[src/rtl/routing_mux_pkg.sv]
package routing_mux_pkg;

  function automatic int ipow(input int b, input int e);
    int r;
    r = 1;
    for (int i = 0; i < e; i++) r = r * b;
    return r;
  endfunction

  function automatic int lvl_count(input int n, input bit tree, input int lreq);
    if (tree || n == 2) return $clog2(n);
    return lreq;
  endfunction

  function automatic int br_width(input int n, input int l);
    if (l <= 1) return n;
    for (int k = 2; k <= n; k++) begin
      if (ipow(k, l) >= n) return k;
    end
    return n;
  endfunction

  function automatic int fld_width(input int k, input bit dec);
    if (!dec) return k;
    return (k < 2) ? 1 : $clog2(k);
  endfunction

endpackage

[src/rtl/lvl_decoder.sv]
module lvl_decoder #(
  parameter int AW = 2,
  parameter int M  = 3
) (
  input  logic [AW-1:0] addr_i,
  output logic [M-1:0]  hot_o,
  output logic [M-1:0]  hot_n_o
);
  // codes at or above M leave every line low
  always_comb begin
    for (int j = 0; j < M; j++) hot_o[j] = (int'(addr_i) == j);
  end
  assign hot_n_o = ~hot_o;
endmodule

[src/rtl/branch_mux.sv]
module branch_mux #(
  parameter int K = 3
) (
  input  logic [K-1:0] in_i,
  input  logic [K-1:0] sel_i,
  input  logic [K-1:0] sel_n_i,
  output logic         out_o
);
  // a path conducts only when both complementary gates are on
  assign out_o = |(in_i & sel_i & ~sel_n_i);
endmodule

[src/rtl/route_map.sv]
module route_map #(
  parameter int L     = 2,
  parameter int K     = 3,
  parameter int FW    = 2,
  parameter bit DEC   = 1'b1,
  parameter int IDX_W = 4
) (
  input  logic [IDX_W-1:0]  idx_i,
  output logic [L*FW-1:0]   cfg_o
);
  import routing_mux_pkg::*;

  always_comb begin
    cfg_o = '0;
    for (int lv = 0; lv < L; lv++) begin
      int digit;
      digit = (int'(idx_i) / ipow(K, lv)) % K;
      if (DEC) cfg_o[lv*FW +: FW] = FW'(digit);
      else     cfg_o[lv*FW +: FW] = FW'(1) << digit;
    end
  end
endmodule

[src/rtl/routing_mux.sv]
module routing_mux
  import routing_mux_pkg::*;
#(
  parameter int N_DATA    = 8,
  parameter bit ADD_CONST = 1'b1,
  parameter bit TREE      = 1'b0,
  parameter int LEVELS    = 2,
  parameter bit USE_DEC   = 1'b1,
  localparam int N_IMPL   = N_DATA + int'(ADD_CONST),
  localparam int NUM_LVL  = lvl_count(N_IMPL, TREE, LEVELS),
  localparam int BR_W     = (TREE || N_IMPL == 2) ? 2 : br_width(N_IMPL, NUM_LVL),
  localparam int FW       = fld_width(BR_W, USE_DEC),
  localparam int CFG_W    = NUM_LVL * FW,
  localparam int IDX_W    = $clog2(N_IMPL)
) (
  input  logic [N_DATA-1:0] data_i,
  input  logic [CFG_W-1:0]  cfg_i,
  input  logic [IDX_W-1:0]  route_idx_i,
  output logic              data_o,
  output logic [CFG_W-1:0]  route_cfg_o
);
  localparam int SLOTS = ipow(BR_W, NUM_LVL);

  if (N_DATA < 2) begin : g_bad_size
    $error("routing_mux: N_DATA must be at least 2");
  end
  if (NUM_LVL < 1) begin : g_bad_lvl
    $error("routing_mux: level count must be at least 1");
  end
  if (BR_W < 2) begin : g_bad_width
    $error("routing_mux: branch width below 2");
  end

  // constant input and padding slots read 0
  logic [SLOTS-1:0]           slot_vec;
  logic [NUM_LVL*BR_W-1:0]    sel_hot;
  logic [NUM_LVL*BR_W-1:0]    sel_hot_n;

  always_comb begin
    slot_vec = '0;
    slot_vec[N_DATA-1:0] = data_i;
  end

  for (genvar l = 0; l < NUM_LVL; l++) begin : g_lvl
    localparam int NI = SLOTS / ipow(BR_W, l);
    localparam int NB = NI / BR_W;
    logic [NI-1:0] lvl_in;
    logic [NB-1:0] lvl_out;

    if (l == 0) begin : g_first
      assign lvl_in = slot_vec;
    end else begin : g_next
      assign lvl_in = g_lvl[l-1].lvl_out;
    end

    if (USE_DEC) begin : g_dec
      lvl_decoder #(.AW(FW), .M(BR_W)) dec_i (
        .addr_i (cfg_i[l*FW +: FW]),
        .hot_o  (sel_hot[l*BR_W +: BR_W]),
        .hot_n_o(sel_hot_n[l*BR_W +: BR_W])
      );
    end else begin : g_raw
      assign sel_hot[l*BR_W +: BR_W]   = cfg_i[l*FW +: FW];
      assign sel_hot_n[l*BR_W +: BR_W] = ~cfg_i[l*FW +: FW];
    end

    for (genvar b = 0; b < NB; b++) begin : g_br
      branch_mux #(.K(BR_W)) br_i (
        .in_i   (lvl_in[b*BR_W +: BR_W]),
        .sel_i  (sel_hot[l*BR_W +: BR_W]),
        .sel_n_i(sel_hot_n[l*BR_W +: BR_W]),
        .out_o  (lvl_out[b])
      );
    end
  end

  assign data_o = g_lvl[NUM_LVL-1].lvl_out[0];

  route_map #(
    .L(NUM_LVL), .K(BR_W), .FW(FW), .DEC(USE_DEC), .IDX_W(IDX_W)
  ) map_i (
    .idx_i(route_idx_i),
    .cfg_o(route_cfg_o)
  );
endmodule

[config.mk]
export PLATFORM = sky130hd
export DESIGN_NAME = routing_mux
export DESIGN_NICKNAME = d
export VERILOG_FILES = /design/src/rtl/routing_mux_pkg.sv /design/src/rtl/lvl_decoder.sv /design/src/rtl/branch_mux.sv /design/src/rtl/route_map.sv /design/src/rtl/routing_mux.sv
export SDC_FILE = /design/constraint.sdc
export NUM_CORES = 1
export LEC_CHECK = 0
export BUFFER_PORTS_ARGS = -buffer_cell sky130_fd_sc_hd__buf_2
export CAP_MARGIN = 10
export CORE_AREA = 2 2 39 41
export DETAILED_ROUTE_END_ITERATION = 6
export DIE_AREA = 0 0 41 43
export PLACE_DENSITY_LB_ADDON = 0.05
export SLEW_MARGIN = 40
export SYNTH_ARGS = -nofsm -noshare
export SYNTH_HDL_FRONTEND = slang
export SYNTH_SLANG_ARGS = --single-unit
[constraint.sdc]
create_clock -name vclk -period 3.3
set_clock_uncertainty 0.05 [all_clocks]
set_input_delay 0.33 -clock vclk [all_inputs]
set_output_delay 0.33 -clock vclk [all_outputs]
set_load 0.01 [all_outputs]
==> results of run 1 <==
==> worst max path at each step <==
stage | cells after the start | start | to
global route | 14 | route_idx_i[2] | route_cfg_o[2]
CTS | 14 | route_idx_i[2] | route_cfg_o[2]
floorplan | 12 | route_idx_i[2] | route_cfg_o[2]
detailed placement | 14 | route_idx_i[2] | route_cfg_o[2]
global placement | 14 | route_idx_i[2] | route_cfg_o[2]
finish | 14 | route_idx_i[2] | route_cfg_o[3]
==> layer usage <==
layer / wire, µm / share of wire / up-vias / global-route usage
li1: - / - / 208 / -
met1: 297 / 0.42 / 161 / 0.1329
met2: 358 / 0.50 / 16 / 0.1844
met3: 57 / 0.080 / 0 / 0
met4: 0 / 0 / 0 / 0
met5: 0 / 0 / - / 0
==> through the flow <==
stage,area (µm²),utilization
floorplan,339.1,-
global placement,464.2,0.3354
global route,464.2,0.3354
detailed placement,464.2,0.3354
finish,464.2,0.3354
CTS,464.2,0.3354
==> critical path, delay by kind of cell <==
family	cells	cell delay, ns
and+or+nand+nor	1	0.06
buffers and inverters	5	0.47
adders and majority gates	3	0.60
muxes	1	0.35
AOI/OAI and AO/OA	4	0.87
==> cell families (layout without fill, tap and decap cells) <==
group                      count (synthesis)  in the layout  share of synthesized area
AOI/OAI and AO/OA                         13             13                     0.2546
and+or+nand+nor                           13             13                     0.2214
buffers and inverters                      8             29                     0.1107
adders and majority gates                  5              5                     0.1845
muxes                                      5              5                     0.1771
xor gates and xnor gates                   2              2                    0.05167
==> synthesized netlist by cell type, drive strengths merged <==
library cell,count,area share
a21oi,2,0.030
a221o,1,0.033
a22oi,2,0.044
a31oi,1,0.018
buf,1,0.033
clkbuf,1,0.011
ha,5,0.18
inv,6,0.066
mux2,2,0.089
mux2i,3,0.089
nand2,4,0.044
nand2b,1,0.018
nand3b,2,0.044
nor2,3,0.041
nor3,1,0.015
nor3b,2,0.059
o211ai,1,0.022
o21ai,5,0.074
o221a,1,0.033
xnor2,1,0.026
xor2,1,0.026
==> power groups by stage <==
| stage | sequential (mW) | clock, mW | combinational [mW] |
|---|---|---|---|
| final | 0 | 0 | 0.0755 |
| after global routing | 0 | 0 | 0.0867 |
| after CTS | 0 | 0 | 0.0774 |
| after detailed placement | 0 | 0 | 0.0773 |
| after global placement | 0 | 0 | 0.0775 |
| after floorplan | 0 | 0 | 0.0477 |
==> layout make-up <==
cell class,instances,area [µm²],area share
Inverter,6,22.52,0.04852
Multi-Input combinational cell,38,301.5,0.6496
Tap cell,16,20.02,0.04313
Timing Repair Buffer,23,120.1,0.2588
==> flow_metrics.env, run 1 <==
export IMPL_yosys_warnings=0
export IMPL_max_cap_viol_count=0
export IMPL_dieArea_um2=1763
export IMPL_clkbuf_count=0
export IMPL_synthesis_area_um2=339.1
export IMPL_ant_nets=0
export IMPL_p_leak_nw=0.2408
export IMPL_n_antenna_cell=0
export IMPL_drc=0
export IMPL_crit_fanout=7
export IMPL_antenna_found_initial=0
export IMPL_p_seq_frac=0
export IMPL_p_sw_frac=0.4697
export IMPL_first_pass_iters=4
export IMPL_tns_ns=0
export IMPL_p_int_mw=0.04005
export IMPL_port_buffers=21
export IMPL_nFlopsAndLatches=0
export IMPL_worstMarginPinSlew_ns=0.3764
export IMPL_finalHoldViolCount=0
export IMPL_layout_cells_non_filler=83
export IMPL_max_freq_ghz=0.3262
export IMPL_die_y_um=43
export IMPL_hold_end="data_o"
export IMPL_vias=385
export IMPL_cp_start_kind="primary input"
export IMPL_gp_congestion=0.6005
export IMPL_area_delta_synth_final_pct=36.90
export IMPL_syn_inst=46
export IMPL_drive_gt1_frac=0.4328
export IMPL_final_max_slew_violation_count=0
export IMPL_mostFrequentLayoutCells="buf_2 (21), inv_1 (6), o21ai_0 (5), ha_1 (5), nand2_1 (4)"
export IMPL_register_area_um2=0
export IMPL_fin_crit_ns=3.066
export IMPL_status="complete, no violations"
export IMPL_worstPathCellList="buf_2 > inv_1 > nor2_1 > ha_1 > a22oi_1 > mux2_4 > ha_1 > inv_1 > o221a_2 > inv_1 > ha_1 > a221o_2 > o21ai_0 > buf_2"
export IMPL_start_util=0.2450
export IMPL_crit_required_ns=2.92
export IMPL_core_area_um2=1384
export IMPL_arrival_ns=2.69
export IMPL_grt_setup_unrepaired="false"
export IMPL_layout_setup_ws_ns=0.2344
export IMPL_max_stage_delay_ns=0.35
export IMPL_yosysUniqueCellTypes=23
export IMPL_pwr_share_comb=1.000
export IMPL_hold_depth=3
export IMPL_cts_hold_buffers=0
export IMPL_grt_util_all_layers=0.1009
export IMPL_power_density_nw_per_um2=162.7
export IMPL_max_vdd_ir_drop_v=0.00003563
export IMPL_seq_area_frac_synth=0
export IMPL_routed_via_density=4.639
export IMPL_die_w_um=41
export IMPL_wl_per_cell_um=8.590
export IMPL_dr_first_iter_drc_count=5
export IMPL_dp_hpwl_um=677.6
export IMPL_min_from="cfg_i[3]"
export IMPL_wl_um=713
export IMPL_p_sw_mw=0.03548
export IMPL_preCtsSetupSlack_ns=0.2022
export IMPL_ctsResizeCount=0
export IMPL_grt_pass1_vias=334
export IMPL_fp_row_count=14
export IMPL_fillers=167
export IMPL_slew_headroom=0.7491
export IMPL_post_cts_setup_buffers=0
export IMPL_hold_path_class="in -> out"
export IMPL_overflow=0
export IMPL_final_common_cell="buf_2"
export IMPL_pwr_share_clk=0
export IMPL_power_mw=0.07553
export IMPL_worstSetupPathType="in -> out"
export IMPL_dpl_cell_count=83
export IMPL_critPathSlowestCell="mux2_4"
export IMPL_setup_viol=0
export IMPL_grt_pass1_wl_mm=1.317
export IMPL_fin_crit_sh=0.9290
export IMPL_fin_hold_ws_ns=0.8998
export IMPL_io_pins=21
export IMPL_crit_path_end_kind="primary output"
export IMPL_fin_nets=90
export IMPL_synth_area_per_cell_um2=7.371
export IMPL_grt_max_degree=9
export IMPL_synth_fp_nets=67
Note: power is estimated with default switching activity, not from simulation.
==> inputs of run 2 (changes only) <==
==> constraint.sdc (replaced) <==
create_clock -name vclk -period 3.3
set_clock_uncertainty 0.05 [all_clocks]
set_input_delay 0.165 -clock vclk [all_inputs]
set_output_delay 0.165 -clock vclk [all_outputs]
set_load 0.01 [all_outputs]
==> run 2 against run 1 <==
  * Utilization down 1.1 points
  * Final area down 3.2%
  * Clock-buffer cell count unchanged
==> flow_metrics.env, run 2 (same netlist as run 1, synthesis figures left out) <==
export IMPL_fillers=156
export IMPL_nFlopsAndLatches=0
export IMPL_wl_um=757
export IMPL_vias=389
export IMPL_hold_depth=3
export IMPL_grt_max_degree=13
export IMPL_ctsResizeCount=0
export IMPL_drive_gt1_frac=0.4154
export IMPL_final_max_slew_violation_count=0
export IMPL_min_from="cfg_i[3]"
export IMPL_crit_path_end_kind="primary output"
export IMPL_n_antenna_cell=0
export IMPL_fp_row_count=14
export IMPL_setup_viol=0
export IMPL_clkbuf_count=0
export IMPL_slew_headroom=0.7655
export IMPL_dr_first_iter_drc_count=3
export IMPL_final_common_cell="buf_2"
export IMPL_dieArea_um2=1763
export IMPL_start_util=0.2450
export IMPL_die_w_um=41
export IMPL_core_area_um2=1384
export IMPL_post_dp_cell_area_um2=449.2
export IMPL_max_vdd_ir_drop_v=0.00004336
export IMPL_gp_congestion=0.5588
export IMPL_power_density_nw_per_um2=164.3
export IMPL_preCtsSetupSlack_ns=0.4297
export IMPL_p_leak_nw=0.2310
export IMPL_register_area_um2=0
export IMPL_grt_pass1_vias=349
export IMPL_cts_hold_buffers=0
export IMPL_port_buffers=21
export IMPL_worstMarginPinSlew_ns=0.3517
export IMPL_crit_required_ns=3.08
export IMPL_max_cap_viol_count=0
export IMPL_area_delta_synth_final_pct=32.47
export IMPL_overflow=0
export IMPL_crit_fanout=7
export IMPL_wl_per_cell_um=9.346
export IMPL_tns_ns=0
export IMPL_status="complete, no violations"
export IMPL_post_cts_setup_buffers=0
export IMPL_layout_setup_ws_ns=0.4419
export IMPL_power_mw=0.07380
export IMPL_worstSetupPathType="in -> out"
export IMPL_arrival_ns=2.64
export IMPL_antenna_found_initial=0
export IMPL_mostFrequentLayoutCells="buf_2 (21), inv_1 (6), o21ai_0 (5), ha_1 (5), nand2_1 (4)"
export IMPL_grt_util_all_layers=0.1009
export IMPL_drc=0
export IMPL_finalHoldViolCount=0
export IMPL_max_freq_ghz=0.3499
export IMPL_fin_nets=88
export IMPL_routed_via_density=4.802
export IMPL_hold_path_class="in -> out"
export IMPL_grt_pass1_wl_mm=1.345
export IMPL_cp_start_kind="primary input"
export IMPL_die_y_um=43
export IMPL_final_area_um2=449.2
export IMPL_fin_crit_sh=0.8661
export IMPL_ant_nets=0
export IMPL_first_pass_iters=4
export IMPL_io_pins=21
export IMPL_fin_crit_ns=2.858
export IMPL_dp_hpwl_um=664.5
export IMPL_grt_setup_unrepaired="false"
export IMPL_hold_end="data_o"
run 2: power by group:
group,internal [mW],switching [mW]
registers,0,0
clock network,0,0
logic,0.0377,0.0361
total,0.0377,0.0361
run 2: per-layer routing:
layer,global-route usage,share of wire
met5,0,0
met1,0.1266,0.40
met4,0,0
met2,0.1875,0.52
met3,0.005236,0.077
run 2: worst max-delay path by stage:
stage	startpoint	end
after detailed placement	route_idx_i[2]	route_cfg_o[3]
after global routing	route_idx_i[2]	route_cfg_o[3]
after global placement	route_idx_i[2]	route_cfg_o[3]
after CTS	route_idx_i[2]	route_cfg_o[3]
final	route_idx_i[2]	route_cfg_o[3]
after floorplan	route_idx_i[2]	route_cfg_o[2]
run 2: layout make-up:
type | count | area, µm² | area share
Tap cell | 16 | 20.02 | 0.04457
Inverter | 6 | 22.52 | 0.05014
Timing Repair Buffer | 21 | 105.1 | 0.2340
Multi-Input combinational cell | 38 | 301.5 | 0.6713
run 2: worst max-delay path, cell delays in order:
cell and delay, ns:
buf_2 0.14, inv_1 0.11, nor2_1 0.06, ha_1 0.24
a22oi_1 0.33, mux2_4 0.34, ha_1 0.18, inv_1 0.05
o221a_2 0.24, inv_1 0.06, ha_1 0.21, a221o_2 0.30
o21ai_0 0.07, buf_2 0.15
run 2: stage by stage:
| step | util | instances | hold WS (ns) |
|---|---|---|---|
| after global routing | 0.3246 | 81 | 0.6020 |
| after CTS | 0.3246 | 81 | 0.5684 |
| after detailed placement | 0.3246 | 81 | 0.5677 |
| after global placement | 0.3246 | 81 | 0.5738 |
| after floorplan | - | 46 | 0.3677 |
| final | 0.3246 | 81 | 0.5660 |
